<file path="config.mk">
export PLATFORM = sky130hd
export DESIGN_NAME = irq_frame_seq
export DESIGN_NICKNAME = d
export VERILOG_FILES = /design/src/rtl/irq_seq_pkg.sv /design/src/rtl/irq_sr_update.sv /design/src/rtl/irq_frame_word.sv /design/src/rtl/irq_stack_select.sv /design/src/rtl/irq_frame_seq.sv
export SDC_FILE = /design/constraint.sdc
export NUM_CORES = 1
export LEC_CHECK = 0
export BUFFER_PORTS_ARGS = -buffer_cell sky130_fd_sc_hd__buf_2
export CAP_MARGIN = 25
export CELL_PAD_IN_SITES_DETAIL_PLACEMENT = 1
export CELL_PAD_IN_SITES_GLOBAL_PLACEMENT = 2
export CORE_ASPECT_RATIO = 1.4
export CORE_MARGIN = 3
export CORE_UTILIZATION = 39
export DETAILED_ROUTE_END_ITERATION = 10
export GPL_TIMING_DRIVEN = 0
export PLACE_DENSITY_LB_ADDON = 0.1
export SLEW_MARGIN = 20
export SYNTH_ARGS = -nofsm -noshare
export SYNTH_HDL_FRONTEND = slang
export SYNTH_HIERARCHICAL = 1
export SYNTH_SLANG_ARGS = --single-unit
</file>
<file path="constraint.sdc">
create_clock -name clk -period 4.8 [get_ports clk]
set_clock_uncertainty 0.1 [all_clocks]
set_input_delay 1.44 -clock clk [delete_from_list [all_inputs] [get_ports clk]]
set_output_delay 1.44 -clock clk [all_outputs]
set_load 0.1 [all_outputs]
</file>
<file path="src/rtl/irq_seq_pkg.sv">
package irq_seq_pkg;

    // status word bit positions
    localparam int SR_TRACE_HI = 15;
    localparam int SR_TRACE_LO = 14;
    localparam int SR_SUPV     = 13;
    localparam int SR_STKSEL   = 12;
    localparam int SR_MASK_LO  = 8;

    localparam logic [3:0] FRAME_FMT = 4'h0;

    typedef enum logic [1:0] {
        ST_IDLE = 2'd0,
        ST_PUSH = 2'd1,
        ST_DONE = 2'd2
    } seq_state_e;

    // push order within one frame
    typedef enum logic [1:0] {
        W_FMTVEC = 2'd0,
        W_PC_LO  = 2'd1,
        W_PC_HI  = 2'd2,
        W_STATUS = 2'd3
    } word_sel_e;

endpackage

</file>
<file path="src/rtl/irq_sr_update.sv">
module irq_sr_update
    import irq_seq_pkg::*;
#(
    parameter int DW      = 16,
    parameter int LEVEL_W = 3
) (
    input  logic [DW-1:0]      sr_i,
    input  logic [LEVEL_W-1:0] level_i,
    output logic [DW-1:0]      sr_o
);
    always_comb begin
        sr_o = sr_i;
        sr_o[SR_TRACE_HI] = 1'b0;
        sr_o[SR_TRACE_LO] = 1'b0;
        sr_o[SR_SUPV]     = 1'b1;
        sr_o[SR_STKSEL]   = 1'b0;
        sr_o[SR_MASK_LO +: LEVEL_W] = level_i;
    end
endmodule

</file>
<file path="src/rtl/irq_frame_word.sv">
module irq_frame_word
    import irq_seq_pkg::*;
#(
    parameter int DW    = 16,
    parameter int PC_W  = 32,
    parameter int VEC_W = 8
) (
    input  logic [1:0]       sel_i,
    input  logic [DW-1:0]    sr_i,
    input  logic [PC_W-1:0]  pc_i,
    input  logic [VEC_W-1:0] vec_i,
    output logic [DW-1:0]    data_o
);
    localparam int OFS_W = DW - 4;

    logic [OFS_W-1:0] vec_ofs;
    assign vec_ofs = {{(OFS_W-VEC_W-2){1'b0}}, vec_i, 2'b00};

    always_comb begin
        unique case (word_sel_e'(sel_i))
            W_FMTVEC: data_o = {FRAME_FMT, vec_ofs};
            W_PC_LO:  data_o = pc_i[DW-1:0];
            W_PC_HI:  data_o = pc_i[PC_W-1:DW];
            W_STATUS: data_o = sr_i;
            default:  data_o = '0;
        endcase
    end
endmodule

</file>
<file path="src/rtl/irq_stack_select.sv">
module irq_stack_select #(
    parameter int AW = 32
) (
    // entry-time choice of first stack
    input  logic          entry_outer_i,
    input  logic [AW-1:0] entry_msp_i,
    input  logic [AW-1:0] entry_isp_i,
    output logic [AW-1:0] entry_sp_o,
    // captured context
    input  logic          outer_i,
    input  logic          frame_i,
    input  logic [AW-1:0] msp_i,
    input  logic [AW-1:0] isp_i,
    output logic          last_frame_o,
    output logic [AW-1:0] msp_final_o,
    output logic [AW-1:0] isp_final_o
);
    localparam logic [AW-1:0] FRAME_BYTES = AW'(8);

    assign entry_sp_o   = entry_outer_i ? entry_msp_i : entry_isp_i;
    assign last_frame_o = outer_i ? frame_i : 1'b1;
    assign msp_final_o  = outer_i ? (msp_i - FRAME_BYTES) : msp_i;
    assign isp_final_o  = isp_i - FRAME_BYTES;
endmodule

</file>
<file path="src/rtl/irq_frame_seq.sv">
module irq_frame_seq
    import irq_seq_pkg::*;
#(
    parameter int AW      = 32,
    parameter int LEVEL_W = 3,
    parameter int VEC_W   = 8
) (
    input  logic               clk,
    input  logic               rst_n,
    input  logic               accept_i,
    input  logic [LEVEL_W-1:0] level_i,
    input  logic [VEC_W-1:0]   vector_i,
    input  logic [15:0]        sr_i,
    input  logic [31:0]        pc_i,
    input  logic [AW-1:0]      msp_i,
    input  logic [AW-1:0]      isp_i,
    output logic               wr_valid_o,
    output logic [AW-1:0]      wr_addr_o,
    output logic [15:0]        wr_data_o,
    input  logic               wr_ready_i,
    output logic               busy_o,
    output logic               done_o,
    output logic [15:0]        sr_o,
    output logic [AW-1:0]      msp_o,
    output logic [AW-1:0]      isp_o,
    output logic [AW-1:0]      vec_addr_o
);
    localparam int DW   = 16;
    localparam int PC_W = 2 * DW;
    localparam int FRAME_WORDS = 4;
    localparam logic [1:0] LAST_WORD = 2'(FRAME_WORDS - 1);
    localparam logic [AW-1:0] WORD_BYTES = AW'(DW / 8);

    typedef struct packed {
        seq_state_e         st;
        logic               outer;
        logic               frame;
        logic [1:0]         word;
        logic [AW-1:0]      sp;
        logic [LEVEL_W-1:0] lvl;
        logic [VEC_W-1:0]   vec;
        logic [DW-1:0]      sr;
        logic [PC_W-1:0]    pc;
        logic [AW-1:0]      msp;
        logic [AW-1:0]      isp;
        logic [DW-1:0]      sr_res;
        logic [AW-1:0]      msp_res;
        logic [AW-1:0]      isp_res;
        logic [AW-1:0]      vec_res;
    } seq_t;

    seq_t seq_d, seq_q;

    logic [DW-1:0] sr_new;
    logic [DW-1:0] word_data;
    logic [AW-1:0] entry_sp;
    logic          last_frame;
    logic [AW-1:0] msp_fin;
    logic [AW-1:0] isp_fin;
    logic [AW-1:0] vec_addr;
    logic          push_ack;

    irq_sr_update #(.DW(DW), .LEVEL_W(LEVEL_W)) u_sr (
        .sr_i    (seq_q.sr),
        .level_i (seq_q.lvl),
        .sr_o    (sr_new)
    );

    irq_frame_word #(.DW(DW), .PC_W(PC_W), .VEC_W(VEC_W)) u_word (
        .sel_i  (seq_q.word),
        .sr_i   (seq_q.sr),
        .pc_i   (seq_q.pc),
        .vec_i  (seq_q.vec),
        .data_o (word_data)
    );

    irq_stack_select #(.AW(AW)) u_stk (
        .entry_outer_i (sr_i[SR_STKSEL]),
        .entry_msp_i   (msp_i),
        .entry_isp_i   (isp_i),
        .entry_sp_o    (entry_sp),
        .outer_i       (seq_q.outer),
        .frame_i       (seq_q.frame),
        .msp_i         (seq_q.msp),
        .isp_i         (seq_q.isp),
        .last_frame_o  (last_frame),
        .msp_final_o   (msp_fin),
        .isp_final_o   (isp_fin)
    );

    assign vec_addr = {{(AW-VEC_W-2){1'b0}}, seq_q.vec, 2'b00};
    assign push_ack = (seq_q.st == ST_PUSH) && wr_ready_i;

    always_comb begin
        seq_d = seq_q;
        unique case (seq_q.st)
            ST_IDLE: begin
                if (accept_i) begin
                    seq_d.st    = ST_PUSH;
                    seq_d.outer = sr_i[SR_STKSEL];
                    seq_d.frame = 1'b0;
                    seq_d.word  = '0;
                    seq_d.sp    = entry_sp;
                    seq_d.lvl   = level_i;
                    seq_d.vec   = vector_i;
                    seq_d.sr    = sr_i;
                    seq_d.pc    = pc_i;
                    seq_d.msp   = msp_i;
                    seq_d.isp   = isp_i;
                end
            end
            ST_PUSH: begin
                if (push_ack) begin
                    seq_d.sp = seq_q.sp - WORD_BYTES;
                    if (seq_q.word == LAST_WORD) begin
                        seq_d.word = '0;
                        if (last_frame) begin
                            seq_d.st      = ST_DONE;
                            seq_d.sr_res  = sr_new;
                            seq_d.msp_res = msp_fin;
                            seq_d.isp_res = isp_fin;
                            seq_d.vec_res = vec_addr;
                        end else begin
                            seq_d.frame = 1'b1;
                            seq_d.sp    = seq_q.isp;
                        end
                    end else begin
                        seq_d.word = seq_q.word + 2'd1;
                    end
                end
            end
            ST_DONE: seq_d.st = ST_IDLE;
            default: seq_d.st = ST_IDLE;
        endcase
    end

    always_ff @(posedge clk or negedge rst_n) begin
        if (!rst_n) seq_q <= '0;
        else        seq_q <= seq_d;
    end

    assign wr_valid_o = (seq_q.st == ST_PUSH);
    assign wr_addr_o  = seq_q.sp - WORD_BYTES;
    assign wr_data_o  = word_data;
    assign busy_o     = (seq_q.st != ST_IDLE);
    assign done_o     = (seq_q.st == ST_DONE);
    assign sr_o       = seq_q.sr_res;
    assign msp_o      = seq_q.msp_res;
    assign isp_o      = seq_q.isp_res;
    assign vec_addr_o = seq_q.vec_res;
endmodule

</file>
## Word-level counts from Yosys, hierarchy flattened

Cells that the tools add are included.

- Output and inout bits: 163
- Input bits: 127
- Register bits after elaboration: 246
- Word-level logic and storage cells: 55

- Mux-type cells: 16
- Reduce and logical (&&, ||, !) cells: 10
- $add $sub $neg: 4
- Equal/unequal tests: 10

Operators by type and width:

| operator | number |
|---|---|
| $mux W161 | 1 |
| $mux W32 | 4 |
| $pmux W35 S2 | 1 |
| $pmux W16 S4 | 1 |
| $sub A32 B4 Y32 const B | 2 |
| $mux W35 | 1 |
| $sub A32 B2 Y32 const B | 1 |
| $mux W2 | 4 |
| $reduce_and A4 Y1 | 2 |
| $eq A2 B2 Y1 const B | 3 |
| $ne A2 B1 Y1 const B | 3 |
| $reduce_and A5 Y1 | 1 |
| $eq A2 B1 Y1 const B | 2 |
| $logic_not A2 Y1 | 2 |
| $ne A2 B2 Y1 const B | 2 |
| $pmux W2 S2 | 1 |
| $reduce_bool A2 Y1 | 2 |
| $mux W1 | 3 |
| $reduce_and A3 Y1 | 1 |
| $add A2 B1 Y2 const B | 1 |
| $reduce_and A2 Y1 | 1 |
| $logic_and A1 B1 Y1 | 1 |

## Longest topological paths before layout

Gate-level depths: netlist (run 1).

- Depth in word-level cells: 5
- Mapped depth: 10
- Gate-level depth less buffers: 7

## Cells and area by module

The synthesis (run 1) kept the hierarchy.

Modules (own cells, without submodules):

| module | sequential area each (um^2) | area each (um^2) | instances | cells each |
|---|---|---|---|---|
| irq_frame_seq | 6206.0 | 11487.3 | 1 | 924 |
| irq_stack_select | 0.0 | 1599.0 | 1 | 203 |
| irq_frame_word | 0.0 | 426.7 | 1 | 30 |
| irq_sr_update | 0.0 | 127.6 | 1 | 18 |

## Least setup slack after synthesis (run 1)

Ideal clock, no wire load.

- Path type: register to output
- Start point: register seq_q[236] (netlist bit)
- End point: output port wr_addr_o[25]
- Stages on the path, launching flop included: 7
- Setup slack: -0.701 ns
- Data arrival time: 3.961 ns
- Required time: 3.260 ns
- Path buffers: 0
- Path through: dfrtp_1 -> inv_1 -> ha_1 -> or4b_2 -> nor2_1 -> nand4_1 -> xnor2_1

- Word-level cells in the longest chain between the ends: 1

RTL lines:

| item | line | text |
|---|---|---|
| from (decl) | irq_frame_seq.sv:52 | `seq_t seq_d, seq_q;` |
| from (signal assigned) | irq_frame_seq.sv:139 | `else seq_q <= seq_d;` |
| $sub A32 B2 Y32 | irq_frame_seq.sv:143 | `assign wr_addr_o = seq_q.sp - WORD_BYTES;` |
| to (decl) | irq_frame_seq.sv:18 | `output logic [AW-1:0] wr_addr_o,` |

No other way between the ends.

## Worst setup path in the final report (run 1)

- Start point: register seq_q[255] (netlist bit)
- End point: output port wr_addr_o[30]

Same word-level chain as after synthesis.

==> results of run 1 <==
## flip-flops by register name (all words and copies together), names as in the netlist
signal,count
isp_o,32
vec_addr_o,8
sr_o,16
msp_o,32
seq_q,160
## cell families after synthesis
logic type | after synthesis | share of synthesized area (%)
DFF | 248 | 45.50
xor gates and xnor gates | 79 | 5.072
muxes | 260 | 22.31
buffers and inverters | 213 | 9.989
other | 3 | 0.08255
AOI/OAI and AO/OA | 128 | 6.577
and+or+nand+nor | 240 | 10.11
adders and majority gates | 4 | 0.3669
## worst paths after layout
path                                               end  slack [ns]
worst max-delay path                     wr_addr_o[30]        0.11
worst min-delay path            seq_q[178]$_DFFE_PN0P_        0.40
worst max register to register     sr_o[8]$_DFFE_PN0P_        1.03
worst min register to register  seq_q[178]$_DFFE_PN0P_        0.40
max in group asynchronous         sr_o[12]$_DFFE_PN0P_        2.91
min in group asynchronous        msp_o[14]$_DFFE_PN0P_        0.75
## timing repair
action	in CTS	in global routing
endpoints found under the setup margin	16	14
pin swaps	0	1
setup buffers	2	2
hold buffers	0	0
gates resized for setup	15	8
## worst max-delay path, cell delays in order, from the launching register on
cell and delay [ns]:
dfrtp_1 0.38, buf_6 0.13, or3_1 0.33, buf_2 0.16
or4_4 0.54, or4_4 0.56, xnor2_2 0.24, buf_6 0.26
## Yosys cell counts, drive strengths merged, types with 9 or more instances
| cell type | n |
|---|---|
| a21oi | 19 |
| a22o | 11 |
| a31oi | 13 |
| buf | 152 |
| clkbuf | 41 |
| dfrtp | 248 |
| inv | 20 |
| mux2 | 251 |
| nand2 | 44 |
| nand3 | 13 |
| nand4 | 9 |
| nor2 | 49 |
| nor3 | 35 |
| nor4 | 27 |
| o21ai | 25 |
| o22a | 9 |
| or3 | 12 |
| or4 | 16 |
| xnor2 | 36 |
| xor2 | 43 |
## metal layers
layer,wire length (µm),part of all wire [%],up-vias,global-route usage [%]
met4,1149,2.7,6,6.661
li1,-,-,4710,-
met3,2284,5.5,61,4.332
met5,34,0.081,-,0
met2,21620,52,257,39.98
met1,16800,40,5154,26.92
## area by class of cell
class	instances	area, µm²	area share [%]
Antenna cell	2	5.005	0.02951
Buffer	192	1284	7.570
Clock buffer	37	793.3	4.678
Clock inverter	12	191.4	1.129
Inverter	20	75.07	0.4427
Multi-Input combinational cell	739	6371	37.57
Sequential cell	248	6206	36.59
Tap cell	451	564.3	3.327
Timing Repair Buffer	272	1469	8.662
## through the flow
step           std cells  setup WS (ns)  hold slack, ns
6_report            1973         0.1095          0.3960
5_1_grt             1971       -0.02808          0.4197
3_3_place_gp        1916         -2.717          0.3798
3_5_place_dp        1919         0.2687          0.3870
2_1_floorplan       1200       -0.08813          0.3701
4_1_cts             1970      0.0009748          0.4002
==> flow_metrics.tcl, run 1 <==
set metrics [dict create \
    cts-root-buf "clkbuf_16" \
    outcome "finished, final reports clean" \
    areaGrowthSynthToFinish_pct 24.33 \
    drive_above_1_share_pct 50.46 \
    place.detailed.hpwl_mm 31.80 \
    yosys-top-cells-area "dfrtp_1 (45%), mux2_2 (21%), buf_4 (7.4%)" \
    grt_antenna_before_repair 4 \
    critPathRequiredTime_ns 3.26 \
    grt_max_degree 93 \
    die_height_um 227.3 \
    wire_per_inst_um 21.23 \
    grt_pass1_wl_mm 63.67 \
    crit_arrival_ns 3.15 \
    end_kind "primary output" \
    clkTransAtPathRegs_ns 0.06 \
    synth_flop_cell "dfrtp_1" \
    die-area_mm2 0.03729 \
    yosysSeqAreaShare_pct 45.50 \
    setup_tns_ns 0 \
    critPathLaunch "seq_q[255]$_DFFE_PN0P_" \
    nets 1631 \
    finalCriticalPeriod_ns 4.691 \
    finalMaxSlewViolations 0 \
    core_mm2 0.03433 \
    track_usage_pct 22.26 \
    synth-edff-count 0 \
    ios 290 \
    tightest_slew_ns 0.9171 \
    worst_r2r_path_depth 9 \
    gp_congestion 0.8357 \
    synthArstFlopShare_pct 100.0 \
    final_cell_mix "buf_2 (260), mux2_2 (249), dfrtp_1 (248)" \
    slew_headroom_pct 38.70 \
    final_core_util_pct 49.40 \
    ant_nets 0 \
    first_global_vias 10886 \
    syn_area_mm2 0.01364 \
    path_max_fanout 8 \
    synth_warnings 6 \
    cts_sinks 248 \
    fmax_mhz 213.2 \
    avgSynthCellArea_um2 11.61 \
    hold_path.startpoint "seq_q[178]$_DFFE_PN0P_" \
    synth_seq_cells 248 \
    cts_tree "yes" \
    synth_top_cell_by_area "dfrtp_1" \
    portBuffers 265 \
    row_count 80 \
    setup_viol 0 \
    worstSetupPathType "reg2out" \
    design_area_mm2 0.01696 \
    drc 0 \
    first_pass_iters 5 \
    synthCells 1175 \
    synth_top_area_share_pct 45.50 \
    cp-start-kind "flip-flop" \
    vias 10188 \
    hold_path.class "reg2reg" \
    die_w_um 164.1 \
    min_path_cells 1 \
    overflow 0 \
    clkLatencyLatePin_ns 0.54 \
    vias_per_cell 5.164 \
    drv_cap 0 \
    drt_wl_total_mm 41.89 \
    start_util_pct 39.73 \
    placed_area_mm2 0.01586 \
    r2r-start "seq_q[272]$_DFFE_PN0P_" \
    synth_cell_type_count 68 \
    numCtsBuffers 27 \
    htree_levels 1 \
    drt_first_iter_violations 438 \
    final_common_cell "buf_2" \
    cts_buffer_depth 3 \
    hold_viol_final 0 \
    fillers 3731 \
    post-route-period-util_pct 97.72 \
]
Power of run 1 is not shown: default switching activity piles up to over one toggle a cycle in this logic, so the estimate is an artifact.
==> run 2, diff against run 1 <==
Settings changed: CORE_ASPECT_RATIO 1.4 to unset.
==> run 2 against run 1 <==
Routed wire length up 3.4%. Die area about the same. Worst setup slack better by 0.0031 ns. Sequential cell count unchanged. Critical path type unchanged.
==> flow_metrics.tcl, run 2 (synthesis results as in run 1) <==
set metrics [dict create \
    outcome "finished, final reports clean" \
    vias_per_cell 5.190 \
    portBuffers 265 \
    die-area_mm2 0.03726 \
    drc 0 \
    die_w_um 193.0 \
    final_common_cell "buf_2" \
    hold_ws_ns 0.3984 \
    largest_register_ffs 160 \
    drive_above_1_share_pct 50.26 \
    hold_viol_final 0 \
    track_usage_pct 23.11 \
    register_area_mm2 0.006206 \
    drt_first_iter_violations 461 \
    die_height_um 193.0 \
    cts-root-buf "clkbuf_16" \
    worstSetupPathType "reg2out" \
    critPathRequiredTime_ns 3.26 \
    holdBufCountCts 0 \
    row_count 67 \
    cp-start-kind "flip-flop" \
    crit_arrival_ns 3.15 \
    ant_nets 0 \
    cpPeakStageDelay_ns 0.58 \
    end_kind "primary output" \
    cts_sinks 248 \
    overflow 0 \
    cts_tree "yes" \
    setup_viol 0 \
    fmax_mhz 213.3 \
    gp_congestion 0.8297 \
    final_cells 1977 \
    rsz0062_at_grt "no" \
    grt_antenna_before_repair 10 \
    drt_wl_total_mm 43.31 \
    tightest_slew_ns 0.9105 \
    dp_slack_ns 0.2474 \
    post-route-period-util_pct 97.66 \
    fin_ws_ns 0.1125 \
    ios 290 \
    finalMaxSlewViolations 0 \
    fillers 3771 \
    cp_common_cell "or4_4" \
    place_inst 1916 \
    start_util_pct 40.08 \
    top_register "seq_q" \
    nets 1635 \
    slew_headroom_pct 39.30 \
    first_global_vias 10839 \
    areaGrowthSynthToFinish_pct 24.50 \
    crit_slowest_cell "or4_4" \
    path_cells "clkbuf_1, or3_1, or4_4, or4_4, xnor2_4, buf_4" \
    htree_levels 1 \
    grt_pass1_wl_mm 65.72 \
    vias 10261 \
    clkTransAtPathRegs_ns 0.06 \
    wire_per_inst_um 21.91 \
    multi_input_comb_area_mm2 0.006379 \
    finalCriticalPeriod_ns 4.687 \
    path_max_fanout 9 \
    place.detailed.hpwl_mm 33.32 \
    final_cell_mix "buf_2 (260), mux2_2 (249), dfrtp_1 (248)" \
    core_mm2 0.03404 \
    clkLatencyLatePin_ns 0.57 \
    drv_cap 0 \
    cts_buffer_depth 3 \
    first_pass_iters 5 \
    hold_path.class "reg2reg" \
    numCtsBuffers 30 \
    grt_max_degree 66 \
]
-- run 2: routing by layer --
metal | wire (µm) | global-route usage (%) | up-vias
li1 | - | - | 4728
met1 | 18160 | 29.82 | 5150
met2 | 20780 | 39.05 | 290
met3 | 3195 | 6.129 | 77
met4 | 1069 | 5.480 | 16
met5 | 105 | 0 | -
-- run 2: stage by stage --
stage	TNS, ns	instance area, µm²	util, %
floorplan	-0.08813	13900	-
global placement	-659.80	15780	46.37
detailed placement	0	15880	46.66
CTS	-0.02216	16920	49.72
global route	0	16980	49.88
finish	0	16980	49.90
-- run 2: path summary, 6_finish.rpt --
check / startpoint / to / slack [ns] / cells after the start
max: seq_q[252]$_DFFE_PN0P_ / wr_addr_o[31] / 0.11 / 6
min: seq_q[182]$_DFFE_PN0P_ / seq_q[182]$_DFFE_PN0P_ / 0.40 / 1
max reg2reg: seq_q[272]$_DFFE_PN0P_ / sr_o[9]$_DFFE_PN0P_ / 1.30 / 10
min reg2reg: seq_q[182]$_DFFE_PN0P_ / seq_q[182]$_DFFE_PN0P_ / 0.40 / 1
max in group asynchronous: rst_n / seq_q[242]$_DFFE_PN0P_ / 2.79 / 3
min in group asynchronous: rst_n / msp_o[22]$_DFFE_PN0P_ / 0.72 / 1
-- run 2: layout make-up --
cell class / instances / area share, %
buffer: 193 / 7.589
timing repair buffer: 272 / 8.701
multi-input combinational: 739 / 37.56
tap: 448 / 3.301
clock inverter: 10 / 0.7368
clock buffer: 44 / 5.084
inverter: 20 / 0.4421
sequential: 248 / 36.54
antenna: 3 / 0.04421
-- run 2: worst max-delay path, delay by kind of cell, from the launching register on --
family | cells | cell delay (ns)
DFF | 1 | 0.35
and+or+nand+nor | 3 | 1.53
xor gates and xnor gates | 1 | 0.14
buffers and inverters | 2 | 0.56
-- run 2: timing repair --
action | 4_1_cts | 5_1_grt
setup endpoints to repair | 16 | 16
resized for setup | 14 | 8
setup buffers | 0 | 3
pin swaps | 0 | 1
Power of run 2 is left out for the same reason.
==> run 3, diff against run 2 <==
Settings changed: ABC_AREA set to 1, CORE_UTILIZATION 39 to 35.
==> run 3 against run 2 <==
Global-route usage increased by 0.45 points. Count of clock-buffer cells in the layout increased by 1. First-iteration DRC count increased by 32%. Sequential cell count unchanged. Synthesized area increased by 3.3%. Synthesized cell count increased by 48%. Critical path depth increased by 2. Core utilization decreased by 6.0 points. Cell area increased by 1.4%. Critical path type unchanged. Largest cell class unchanged.
==> flow_metrics.tcl, run 3 <==
set metrics [dict create \
    critPathLaunch "seq_q[236]$_DFFE_PN0P_" \
    drt_wl_total_mm 51.01 \
    portBuffers 264 \
    synth-compound-area-share_pct 3.374 \
    drive_above_1_share_pct 29.98 \
    tightest_slew_ns 0.7547 \
    wl_met3_mm 2.785 \
    critPathBufInv 2 \
    largest_register_ffs 160 \
    synth_top_cell_by_area "dfrtp_1" \
    end_kind "primary output" \
    multi_input_comb_area_mm2 0.006385 \
    place.detailed.hpwl_mm 40.24 \
    ant_nets 0 \
    finalCriticalPeriod_ns 4.571 \
    path_cells "inv_1, ha_1, nand3_1, nor2_2, nand2_1, o21bai_1, and2_1, buf_2" \
    synth_top_area_share_pct 44.03 \
    die_w_um 206.7 \
    cp_top_family "simple AND/OR/NAND/NOR gates" \
    slew_headroom_pct 49.69 \
    die_height_um 206.7 \
    drc 0 \
    crit_slowest_cell "nor2_2" \
    worst_r2r_path_depth 8 \
    synthAdderAreaFrac_pct 0.3551 \
    holdBufCountCts 0 \
    die-area_mm2 0.04271 \
    r2r_slack_ns 2.13 \
    synthArstFlopShare_pct 100.0 \
    setup_viol 0 \
    yosysMostFrequentCell "nand2_1" \
    synth_warnings 6 \
    syn_area_mm2 0.01409 \
    synth-edff-count 0 \
    clkTransAtPathRegs_ns 0.06 \
    areaGrowthSynthToFinish_pct 22.17 \
    core_mm2 0.03919 \
    cts.repair.resized 0 \
    cts_sinks 248 \
    grt_max_degree 92 \
    wire_per_inst_um 19.58 \
    finalMaxSlewViolations 0 \
    grt_pass1_wl_mm 76.18 \
    synth_top_family_by_area "simple AND/OR/NAND/NOR gates" \
    outcome "finished, final reports clean" \
    top_register "seq_q" \
    htree_levels 1 \
    track_usage_pct 23.56 \
    cts_tree "yes" \
    synth_xor_area_share_pct 2.983 \
    dr_wl_met2_mm 23.19 \
    row_count 72 \
    final_common_cell "nand2_1" \
    first_pass_iters 5 \
    crit_cells 8 \
    top_layer_used "met5" \
    crit_path_end "wr_addr_o[29]" \
    vias_per_cell 4.807 \
    drv_cap 0 \
    synth-simple-area-share_pct 27.97 \
    numCtsBuffers 30 \
    ys_top_cells_by_count "nand2_1 (614), dfrtp_1 (248), nor2_1 (156)" \
    final_core_util_pct 43.94 \
    place_inst 2551 \
    clkLatencyLatePin_ns 0.58 \
    cts_buffer_depth 3 \
    vias 12527 \
    r2r-start "seq_q[220]$_DFFE_PN0P_" \
    m1WireLength_mm 23.86 \
    min_path_cells 2 \
    path_max_fanout 9 \
    cts_setup_buffers 0 \
    synth_seq_cells 248 \
    nets 2196 \
    avgSynthCellArea_um2 8.095 \
    crit_arrival_ns 3.03 \
    overflow 0 \
    synth_cell_type_count 37 \
    final_cell_mix "nand2_1 (614), buf_2 (276), dfrtp_1 (248)" \
    cts-root-buf "clkbuf_16" \
    synth_mux_area_share_pct 9.668 \
    diodes 0 \
    post-route-period-util_pct 95.22 \
    rr_endpoint "seq_q[262]$_DFFE_PN0P_" \
    cp-start-kind "flip-flop" \
    cpPeakStageDelay_ns 0.45 \
    yosys-top-cells-area "dfrtp_1 (44%), nand2_1 (16%), mux2_2 (8.8%)" \
    synthCells 1741 \
    first_global_vias 12861 \
    final_cells 2606 \
    register_area_mm2 0.006206 \
    synth_flop_cell "dfrtp_1" \
    yosysSeqAreaShare_pct 44.03 \
    drt_first_iter_violations 608 \
    critPathRequiredTime_ns 3.26 \
    grt_antenna_before_repair 2 \
    start_util_pct 35.96 \
    fmax_mhz 218.8 \
    fillers 4896 \
    hold_path.class "reg2reg" \
    worstSetupPathType "reg2out" \
    ios 290 \
    rsz0062_at_grt "no" \
    gp_congestion 0.8679 \
    hold_viol_final 0 \
]
-- run 3: stage by stage --
step | hold WS, ns | setup TNS [ns] | setup WS [ns] | area [µm²]
finish | 0.3775 | 0 | 0.2293 | 17220
global route | 0.3984 | 0 | 0.01078 | 17220
CTS | 0.3817 | 0 | 0.1792 | 17220
detailed placement | 0.3656 | 0 | 0.8051 | 16280
global placement | 0.3634 | -657.55 | -2.686 | 16190
floorplan | 0.3492 | 0 | 0.04586 | 14220
-- run 3: kinds of logic (layout without fill, tap and decap cells) --
group | count (synthesis) | in the layout
XOR/XNOR | 48 | 48
flip-flops | 248 | 248
buffers and inverters | 285 | 607
other | 3 | 28
AND/OR/NAND/NOR | 945 | 945
adder cells (fa/ha/maj) | 4 | 4
AO/OA/AOI/OAI | 87 | 87
multiplexers | 121 | 121
-- run 3: worst reg2reg max path, cell delays in order, from the launching register on --
cell	delay [ns]
dfrtp_1	0.51
inv_2	0.14
or2_2	0.32
nor2_1	0.16
nand2_1	0.10
inv_1	0.15
clkbuf_1	0.51
a21oi_1	0.39
a21oi_1	0.23
-- run 3: worst min path at each step --
stage	endpoint	start
final	seq_q[193]$_DFFE_PN0P_	seq_q[193]$_DFFE_PN0P_
after floorplan	seq_q[176]$_DFFE_PN0P_	seq_q[176]$_DFFE_PN0P_
after global placement	seq_q[202]$_DFFE_PN0P_	seq_q[202]$_DFFE_PN0P_
after detailed placement	seq_q[191]$_DFFE_PN0P_	seq_q[191]$_DFFE_PN0P_
after CTS	seq_q[191]$_DFFE_PN0P_	seq_q[191]$_DFFE_PN0P_
after global routing	seq_q[202]$_DFFE_PN0P_	seq_q[202]$_DFFE_PN0P_
-- run 3: metal layers --
metal	global-route usage, %	up-vias
met4	5.139	4
met3	3.795	64
met2	37.82	307
met5	0	-
li1	-	6015
met1	33.69	6137
-- run 3: area by class of cell --
type / count / share of cell area, %
Multi-Input combinational cell: 1233 / 37.08
Sequential cell: 248 / 36.04
Timing Repair Buffer: 267 / 8.212
Buffer: 197 / 7.528
Clock buffer: 45 / 5.094
Tap cell: 518 / 3.764
Inverter: 88 / 1.918
Clock inverter: 10 / 0.3561
Power of run 3 is left out for the same reason.
